[src/rtl/mod_mode_sel.sv]
module mod_mode_sel #(
  parameter int PW       = 16,
  parameter int DW       = 10,
  parameter int PONW     = 8,
  parameter int PON_FRAC = 4,
  parameter int CW       = 4,
  parameter int TP_MIN   = 500,
  parameter int TP_MAX   = 2000,
  parameter int D_HALF   = 500,
  parameter int D_MIN    = 200,
  parameter int D_STEP   = 20,
  parameter int PC_FRAME = 5
) (
  input  logic          clk,
  input  logic          rst_n,
  input  logic          tick,
  input  logic [PW-1:0] cand_period,
  input  logic [DW-1:0] cand_duty,
  input  logic [PONW-1:0] cand_pon,
  output logic [PW-1:0] period_o,
  output logic [DW-1:0] duty_o,
  output logic [CW-1:0] pon_o,
  output logic [CW-1:0] pframe_o,
  output logic [1:0]    mode_o,
  output logic          pwm_en_o
);

  localparam logic [PW-1:0]   TPMIN_C = PW'(TP_MIN);
  localparam logic [PW-1:0]   TPMAX_C = PW'(TP_MAX);
  localparam logic [DW:0]     DHALF_C = (DW+1)'(D_HALF);
  localparam logic [DW:0]     DMIN_C  = (DW+1)'(D_MIN);
  localparam logic [DW:0]     DSTEP_C = (DW+1)'(D_STEP);
  localparam logic [CW-1:0]   FRAME_C = CW'(PC_FRAME);
  localparam logic [PONW:0]   PHALF_C = (PONW+1)'(1 << (PON_FRAC-1));
  localparam logic [1:0] M_SKIP = 2'b00, M_DUTY = 2'b01, M_FREQ = 2'b10, M_OFF = 2'b11;

  logic          fm_sel, skip_sel, off_sel;
  logic [PONW:0] pon_round;
  logic [CW-1:0] pon_sat;
  logic [DW:0]   cand_d, target, prev, up, lo, d_next;
  logic [PW-1:0] per_next;
  logic [1:0]    mode_next;

  assign fm_sel    = cand_period > TPMIN_C;
  assign cand_d    = {1'b0, cand_duty};
  assign skip_sel  = !fm_sel && (cand_d < DMIN_C);
  assign pon_round = ({1'b0, cand_pon} + PHALF_C) >> PON_FRAC;
  assign pon_sat   = (pon_round > (PONW+1)'(PC_FRAME)) ? FRAME_C : pon_round[CW-1:0];
  assign off_sel   = skip_sel && (pon_round == '0);

  assign target = fm_sel   ? DHALF_C :
                  skip_sel ? DMIN_C  :
                  (cand_d > DHALF_C) ? DHALF_C : cand_d;

  assign prev   = {1'b0, duty_o};
  assign up     = prev + DSTEP_C;
  assign lo     = (prev > DMIN_C + DSTEP_C) ? prev - DSTEP_C : DMIN_C;
  assign d_next = (target > up) ? up : (target < lo) ? lo : target;

  assign per_next  = !fm_sel ? TPMIN_C : (cand_period > TPMAX_C) ? TPMAX_C : cand_period;
  assign mode_next = fm_sel ? M_FREQ : off_sel ? M_OFF : skip_sel ? M_SKIP : M_DUTY;

  always_ff @(posedge clk) begin
    if (!rst_n) begin
      period_o <= TPMIN_C;
      duty_o   <= DMIN_C[DW-1:0];
      pon_o    <= '0;
      pframe_o <= FRAME_C;
      mode_o   <= M_OFF;
      pwm_en_o <= 1'b0;
    end else if (tick) begin
      period_o <= per_next;
      duty_o   <= d_next[DW-1:0];
      mode_o   <= mode_next;
      pwm_en_o <= !off_sel;
      pon_o    <= off_sel ? '0 : skip_sel ? pon_sat : CW'(1);
      pframe_o <= skip_sel ? FRAME_C : CW'(1);
    end
  end

  AST_HOLD: assert property (@(posedge clk) disable iff (!rst_n)
    !tick |=> ($stable(duty_o) && $stable(period_o) && $stable(mode_o) && $stable(pon_o)));
  AST_SLEW_UP: assert property (@(posedge clk) disable iff (!rst_n)
    tick |=> ({1'b0, duty_o} <= {1'b0, $past(duty_o)} + DSTEP_C));
  AST_SLEW_DN: assert property (@(posedge clk) disable iff (!rst_n)
    tick |=> ({1'b0, duty_o} + DSTEP_C >= {1'b0, $past(duty_o)}));
  AST_DUTY_FLOOR: assert property (@(posedge clk) disable iff (!rst_n)
    {1'b0, duty_o} >= DMIN_C);
  AST_PERIOD_RANGE: assert property (@(posedge clk) disable iff (!rst_n)
    (period_o >= TPMIN_C) && (period_o <= TPMAX_C));
  AST_OFF_QUIET: assert property (@(posedge clk) disable iff (!rst_n)
    (mode_o == M_OFF) |-> (!pwm_en_o && pon_o == '0));
  AST_PON_FRAME: assert property (@(posedge clk) disable iff (!rst_n)
    pon_o <= pframe_o);
  AST_FIXED_PERIOD: assert property (@(posedge clk) disable iff (!rst_n)
    (mode_o != M_FREQ) |-> (period_o == TPMIN_C));

endmodule

[config.mk]
export PLATFORM = sky130hd
export DESIGN_NAME = mod_mode_sel
export DESIGN_NICKNAME = d
export VERILOG_FILES = /design/src/rtl/mod_mode_sel.sv
export SDC_FILE = /design/constraint.sdc
export NUM_CORES = 1
export LEC_CHECK = 0
export BUFFER_PORTS_ARGS = -buffer_cell sky130_fd_sc_hd__buf_2
export CORE_ASPECT_RATIO = 1.4
export CORE_UTILIZATION = 45
export CTS_CLUSTER_SIZE = 10
export DETAILED_ROUTE_END_ITERATION = 16
export GPL_TIMING_DRIVEN = 0
export HOLD_SLACK_MARGIN = 0.15
export PLACE_DENSITY = 0.73
export RECOVER_POWER = 25
export SLEW_MARGIN = 20
export SYNTH_ARGS = -nofsm -noshare
export SYNTH_HDL_FRONTEND = slang
export SYNTH_SLANG_ARGS = --single-unit
[constraint.sdc]
create_clock -name clk -period 3.3 [get_ports clk]
set_input_delay 0.495 -clock clk [delete_from_list [all_inputs] [get_ports clk]]
set_output_delay 0.495 -clock clk [all_outputs]
set_load 0.01 [all_outputs]
Word level (Yosys, flattened, before mapping)
Index checks and enable logic that the tools add are counted.
{"block": "totals", "inputBits": 37, "wordCells": 37, "output_inout_bits": 37, "ff_bits": 37}
{"block": "op_classes", "n_reduce_logical": 5, "mux": 15, "add_sub_neg": 3, "n_lt_le_gt_ge": 8}
{"op": "$mux W10", "n": 5}
{"op": "$mux W16", "n": 2}
{"op": "$gt A16 B11 Y1 const B", "n": 1}
{"op": "$gt A16 B9 Y1 const B", "n": 1}
{"op": "$mux W4", "n": 3}
{"op": "$add A10 B5 Y11 const B", "n": 1}
{"op": "$gt A10 B11 Y1", "n": 1}
{"op": "$lt A10 B11 Y1", "n": 1}
{"op": "$mux W11", "n": 1}
{"op": "$sub A10 B5 Y11 const B", "n": 1}
{"op": "$gt A10 B8 Y1 const B", "n": 1}
{"op": "$gt A10 B9 Y1 const B", "n": 1}
{"op": "$lt A10 B8 Y1 const B", "n": 1}
{"op": "$add A8 B4 Y9 const B", "n": 1}
{"op": "$logic_not A9 Y1", "n": 1}
{"op": "$gt A5 B3 Y1 const B", "n": 1}
{"op": "$mux W2", "n": 2}
{"op": "$mux W3", "n": 1}
{"op": "$logic_and A1 B1 Y1", "n": 2}
{"op": "$logic_not A1 Y1", "n": 2}
{"op": "$mux W1", "n": 1}

Depth between registers and ports, before layout
{"block": "depth", "depth_word": 8, "ltp_mapped": 16}

Worst setup path before layout
OpenSTA, ideal clock, no wires.
{"block": "synth_path", "kind": "input to register", "startpoint": "input port cand_period[0]", "endpoint": "register duty_o[0]", "slack_ps": -247, "required_time_ps": 3231, "n_path_buf": 0, "setup_time_ps": 69, "stages": 13, "arrival_ps": 3478, "path_cell_list": "o21a_1 o2111a_2 nor4_4 and2_1 ha_1 nor2b_1 o211a_1 a2111oi_0 o21ai_0 a211oi_1 nand3_1 or3_1 o21ai_1"}
{"block": "synth_between", "elab_chain_cells": 8}
{"element": "start: declaration", "line": "17", "rtl": "input logic [PW-1:0] cand_period,"}
{"element": "$gt A16 B9 Y1 (*)", "line": "44", "rtl": "assign fm_sel = cand_period > TPMIN_C;"}
{"element": "$logic_not A1 Y1"}
{"element": "$logic_and A1 B1 Y1", "line": "46", "rtl": "assign skip_sel = !fm_sel && (cand_d < DMIN_C);"}
{"element": "$mux W10", "line": "52", "rtl": "skip_sel ? DMIN_C :"}
{"element": "$mux W10 (*)", "line": "51", "rtl": "assign target = fm_sel ? DHALF_C :"}
{"element": "$lt A10 B11 Y1", "line": "58", "rtl": "assign d_next = (target > up) ? up : (target < lo) ? lo : target;"}
{"element": "$mux W10", "line": "58"}
{"element": "$mux W10 (*)", "line": "58"}
{"element": "end signal: assignment", "line": "66", "rtl": "duty_o <= DMIN_C[DW-1:0];"}
{"element": "end signal: assignment", "line": "73", "rtl": "duty_o <= d_next[DW-1:0];"}
{"element": "end: declaration", "line": "21", "rtl": "output logic [DW-1:0] duty_o,"}
Every way passes the cells marked *; elsewhere a longest branch is shown, timed or not.
A chain may end at the register's enable or synchronous reset.

Final worst setup path
{"block": "layout_path", "startpoint": "input port cand_period[14]", "endpoint": "register duty_o[5]"}
The elaborated chain is that of the path after synthesis.

==> metrics.txt <==
# TYPE chip_impl_metric gauge
chip_impl_info{name="synth_area_leader_cell",value="sky130_fd_sc_hd__dfxtp_1"} 1
chip_impl_metric{name="synth_seq_cells",unit=""} 34
chip_impl_metric{name="overflow",unit=""} 0
chip_impl_metric{name="grt_antenna_before_repair",unit=""} 0
chip_impl_metric{name="yosys.area.top_type_share",unit="%"} 26.3
chip_impl_metric{name="yosys_warnings",unit=""} 0
chip_impl_metric{name="die_boundary_width",unit="µm"} 66.1
chip_impl_metric{name="finalSetupViolations",unit=""} 6
chip_impl_metric{name="cp.arrival",unit="ns"} 3.62
chip_impl_metric{name="post-route-min-period",unit="ns"} 3.44
chip_impl_metric{name="final.setup.tns",unit="ns"} -0.421
chip_impl_info{name="setup_repair_after_global_routing_missed_its_margin",value="true"} 1
chip_impl_metric{name="max_freq",unit="MHz"} 291
chip_impl_metric{name="detailedPlacementHpwl",unit="µm"} 5710
chip_impl_info{name="synth_ff_type",value="sky130_fd_sc_hd__dfxtp_1"} 1
chip_impl_metric{name="timing.final.crit_share",unit="%"} 104
chip_impl_metric{name="worst-slew-pin-transition",unit="ns"} 0.637
chip_impl_metric{name="grt_max_degree",unit=""} 13
chip_impl_metric{name="vias",unit=""} 2833
chip_impl_metric{name="cp.required",unit="ns"} 3.49
chip_impl_metric{name="synthesis.instances",unit=""} 322
chip_impl_metric{name="cts_hold_repair.buffers",unit=""} 0
chip_impl_metric{name="wire_per_inst",unit="µm"} 16.3
chip_impl_info{name="setup.worst_path.end_class",value="flip-flop"} 1
chip_impl_info{name="worst_setup_path_start_kind",value="input port"} 1
chip_impl_metric{name="final_hold_viol_count",unit=""} 0
chip_impl_metric{name="clk_latency",unit="ns"} 0.29
chip_impl_metric{name="area.growth.synth_to_final",unit="%"} 37.3
chip_impl_metric{name="clock_slew_at_the_register_clock_pins_of_the_worst_setup_and_hold_paths",unit="ns"} 0.08
chip_impl_metric{name="grt_pass1_vias",unit=""} 2705
chip_impl_metric{name="tritoncts_num_sinks",unit=""} 34
chip_impl_metric{name="path_max_fanout",unit=""} 4
chip_impl_info{name="critical_path_class",value="input port to flip-flop"} 1
chip_impl_metric{name="numCtsBuffers",unit=""} 5
chip_impl_metric{name="grt_first_pass_wirelength",unit="µm"} 12500
chip_impl_metric{name="finalClockSkew",unit="ns"} 0.00436
chip_impl_metric{name="drcViolationCount",unit=""} 0
chip_impl_metric{name="synth.cell_area",unit="µm²"} 2590
chip_impl_metric{name="io_pins",unit=""} 74
chip_impl_metric{name="max_slew_margin",unit="%"} 57.2
chip_impl_metric{name="drt_wl_total",unit="µm"} 8070
chip_impl_metric{name="clock_tree.htree_level_count",unit=""} 2
chip_impl_metric{name="synth.lib_cells_used.distinct",unit=""} 64
chip_impl_info{name="worst_hold_path_type",value="input port to flip-flop"} 1
chip_impl_info{name="ys_top_cells_by_area",value="sky130_fd_sc_hd__dfxtp_1 (26%), sky130_fd_sc_hd__ha_1 (9.7%), sky130_fd_sc_hd__nand2_1 (4.8%), sky130_fd_sc_hd__o21ai_0 (4.6%), sky130_fd_sc_hd__a21oi_1 (3.1%)"} 1
chip_impl_info{name="cts_tree",value="yes"} 1
chip_impl_metric{name="die_area",unit="µm²"} 6060
chip_impl_metric{name="row_count",unit=""} 32
chip_impl_info{name="failed_checks",value="setup timing"} 1
chip_impl_metric{name="cts-root-to-sink-buffers",unit=""} 2
chip_impl_metric{name="power.density",unit="nW/µm²"} 511
chip_impl_info{name="status",value="finished with violations"} 1
chip_impl_metric{name="start_util",unit="%"} 46.9
chip_impl_metric{name="antenna_violating_nets_post_route",unit=""} 0
chip_impl_metric{name="finalNetCount",unit=""} 482
chip_impl_metric{name="drv.max_cap_violation_count",unit=""} 0
chip_impl_metric{name="grt_util_all_layers",unit="%"} 26.4
chip_impl_metric{name="p_leak",unit="µW"} 0.00152
chip_impl_metric{name="power",unit="µW"} 1820
chip_impl_metric{name="synth-seq-area-share",unit="%"} 26.3
chip_impl_info{name="clock_tree.root_cell",value="sky130_fd_sc_hd__clkbuf_8"} 1
chip_impl_metric{name="n_antenna_cell",unit=""} 0
chip_impl_metric{name="proportion_of_layout_cells_with_a_drive_suffix_above_1",unit="%"} 32.9
chip_impl_metric{name="vdd.ir_drop.worst",unit="mV"} 0.258
chip_impl_metric{name="fp.dieH",unit="µm"} 91.7
chip_impl_metric{name="n_fill_cell",unit=""} 478
chip_impl_metric{name="dr.pass1.iters",unit=""} 4
chip_impl_metric{name="syn_area_per_cell",unit="µm²"} 8.04
chip_impl_metric{name="fin_ws",unit="ns"} -0.136
chip_impl_metric{name="pins_over_their_slew_limit",unit=""} 0
chip_impl_metric{name="finalWeightedCongestion",unit=""} 0.902
chip_impl_metric{name="synth_edf_count",unit=""} 0
chip_impl_metric{name="synth_async_sr_flop_share",unit="%"} 0
chip_impl_metric{name="coreArea",unit="µm²"} 5530
chip_impl_metric{name="vias_per_cell",unit=""} 5.73
chip_impl_metric{name="port_buffers",unit=""} 66
chip_impl_metric{name="detail_route.iter0.violations",unit=""} 203
-- area by class of cell --
cell class | instances | area, µm² | share of cell area [%]
Multi-Input combinational cell | 261 | 1930 | 54.4
Clock inverter | 3 | 68.8 | 1.94
Inverter | 13 | 51.3 | 1.44
Sequential cell | 34 | 682 | 19.2
Tap cell | 68 | 85.1 | 2.39
Clock buffer | 5 | 68.8 | 1.94
Timing Repair Buffer | 93 | 574 | 16.2
Buffer | 17 | 91.3 | 2.57
-- metal layers --
metal  global-route usage, %  vias to the layer above  wire (µm)
met5                       0                        -          0
met4                    11.9                        0        310
met3                    4.85                       28        461
met2                    47.9                      109       4140
met1                    28.7                     1321       3160
li1                        -                     1375          -
-- stage by stage --
stage / cell area (µm²) / utilization [%] / setup WS, ns / instances / hold slack [ns]
3_5_place_dp: 3040 / 55.0 / -0.666 / 459 / 0.439
4_1_cts: 3420 / 61.8 / -0.00370 / 481 / 0.446
6_report: 3550 / 64.3 / -0.136 / 494 / 0.448
5_1_grt: 3550 / 64.3 / -0.258 / 494 / 0.455
2_1_floorplan: 2630 / - / -0.0439 / 325 / 0.497
3_3_place_gp: 3040 / 55.0 / -0.549 / 459 / 0.435
-- worst max-delay path, cell delays in order --
cell and delay, ns:
sky130_fd_sc_hd__buf_6 0.10, sky130_fd_sc_hd__nor4_4 0.31, sky130_fd_sc_hd__nand2_2 0.13, sky130_fd_sc_hd__nor4_4 0.36, sky130_fd_sc_hd__and2_4 0.22, sky130_fd_sc_hd__ha_4 0.19, sky130_fd_sc_hd__nor2b_4 0.11, sky130_fd_sc_hd__o211a_1 0.23
sky130_fd_sc_hd__a2111oi_4 0.26, sky130_fd_sc_hd__buf_4 0.19, sky130_fd_sc_hd__o21ai_2 0.07, sky130_fd_sc_hd__a211oi_2 0.19, sky130_fd_sc_hd__buf_4 0.17, sky130_fd_sc_hd__mux2_4 0.31, sky130_fd_sc_hd__mux2i_1 0.19, sky130_fd_sc_hd__nor2b_1 0.07
-- cells in the mapped netlist (4+ instances only) --
library cell	count
sky130_fd_sc_hd__dfxtp_1	34
sky130_fd_sc_hd__nand2_1	33
sky130_fd_sc_hd__o21ai_0	24
sky130_fd_sc_hd__nor2_1	21
sky130_fd_sc_hd__ha_1	20
sky130_fd_sc_hd__a21oi_1	16
sky130_fd_sc_hd__inv_1	13
sky130_fd_sc_hd__nand3_1	12
sky130_fd_sc_hd__and2_1	9
sky130_fd_sc_hd__clkbuf_1	9
sky130_fd_sc_hd__xnor2_1	7
sky130_fd_sc_hd__a21o_1	6
sky130_fd_sc_hd__and3_1	6
sky130_fd_sc_hd__nand2b_1	6
sky130_fd_sc_hd__nor2b_1	6
sky130_fd_sc_hd__buf_4	5
sky130_fd_sc_hd__o21a_1	5
sky130_fd_sc_hd__or3_1	5
sky130_fd_sc_hd__a22o_1	4
sky130_fd_sc_hd__nor3_1	4
sky130_fd_sc_hd__xor2_1	4
-- registers in the layout, summed over array words and instances (netlist names) --
name	flops
pon_o	4
mode_o	2
pframe_o	1
duty_o	10
pwm_en_o	1
period_o	16
-- power breakdown --
group / internal (µW) / leakage [µW] / total (µW) / switching [µW]
clock: 303 / 0.0000683 / 472 / 170
sequential: 438 / 0.000278 / 462 / 24.1
combinational: 394 / 0.00118 / 880 / 487
-- path summary, 6_finish.rpt --
| path | from | to | slack (ns) | depth (start not counted) |
|---|---|---|---|---|
| max reg2reg | duty_o[2] | duty_o[5] | 0.03 | 13 |
| max | cand_period[14] | duty_o[5] | -0.14 | 16 |
| min | cand_period[7] | period_o[7] | 0.45 | 3 |
| min reg2reg | period_o[15] | period_o[15] | 0.46 | 1 |
-- placed cells by master (no fill, tap or decap), drive strengths merged, types with 4 or more instances in the layout --
master  instances
and3            6
nand2b          6
and2            9
xnor2           7
inv            13
nor2           22
ha             20
clkbuf         22
nor3            4
a21oi          18
nand3          12
nand2          35
conb            5
nor2b           6
a22o            4
a21o            6
buf            93
dfxtp          34
xor2            4
nor4            6
o21a            5
or3             5
o21ai          26
-- kinds of logic after synthesis --
group                      synth area share [%]
and+or+nand+nor                            27.0
other                                     0.290
DFF                                        26.3
adders and majority gates                  9.67
xor gates and xnor gates                   3.72
muxes                                      1.98
buffers and inverters                      5.17
AOI/OAI and AO/OA                          25.9
-- what timing repair did --
item,CTS,global route
endpoints found under the hold margin,0,0
resized for setup,30,17
setup buffers,14,13
pin swaps,18,14
setup endpoints to repair,10,10
No activity file was read; power rests on OpenSTA's default activity.
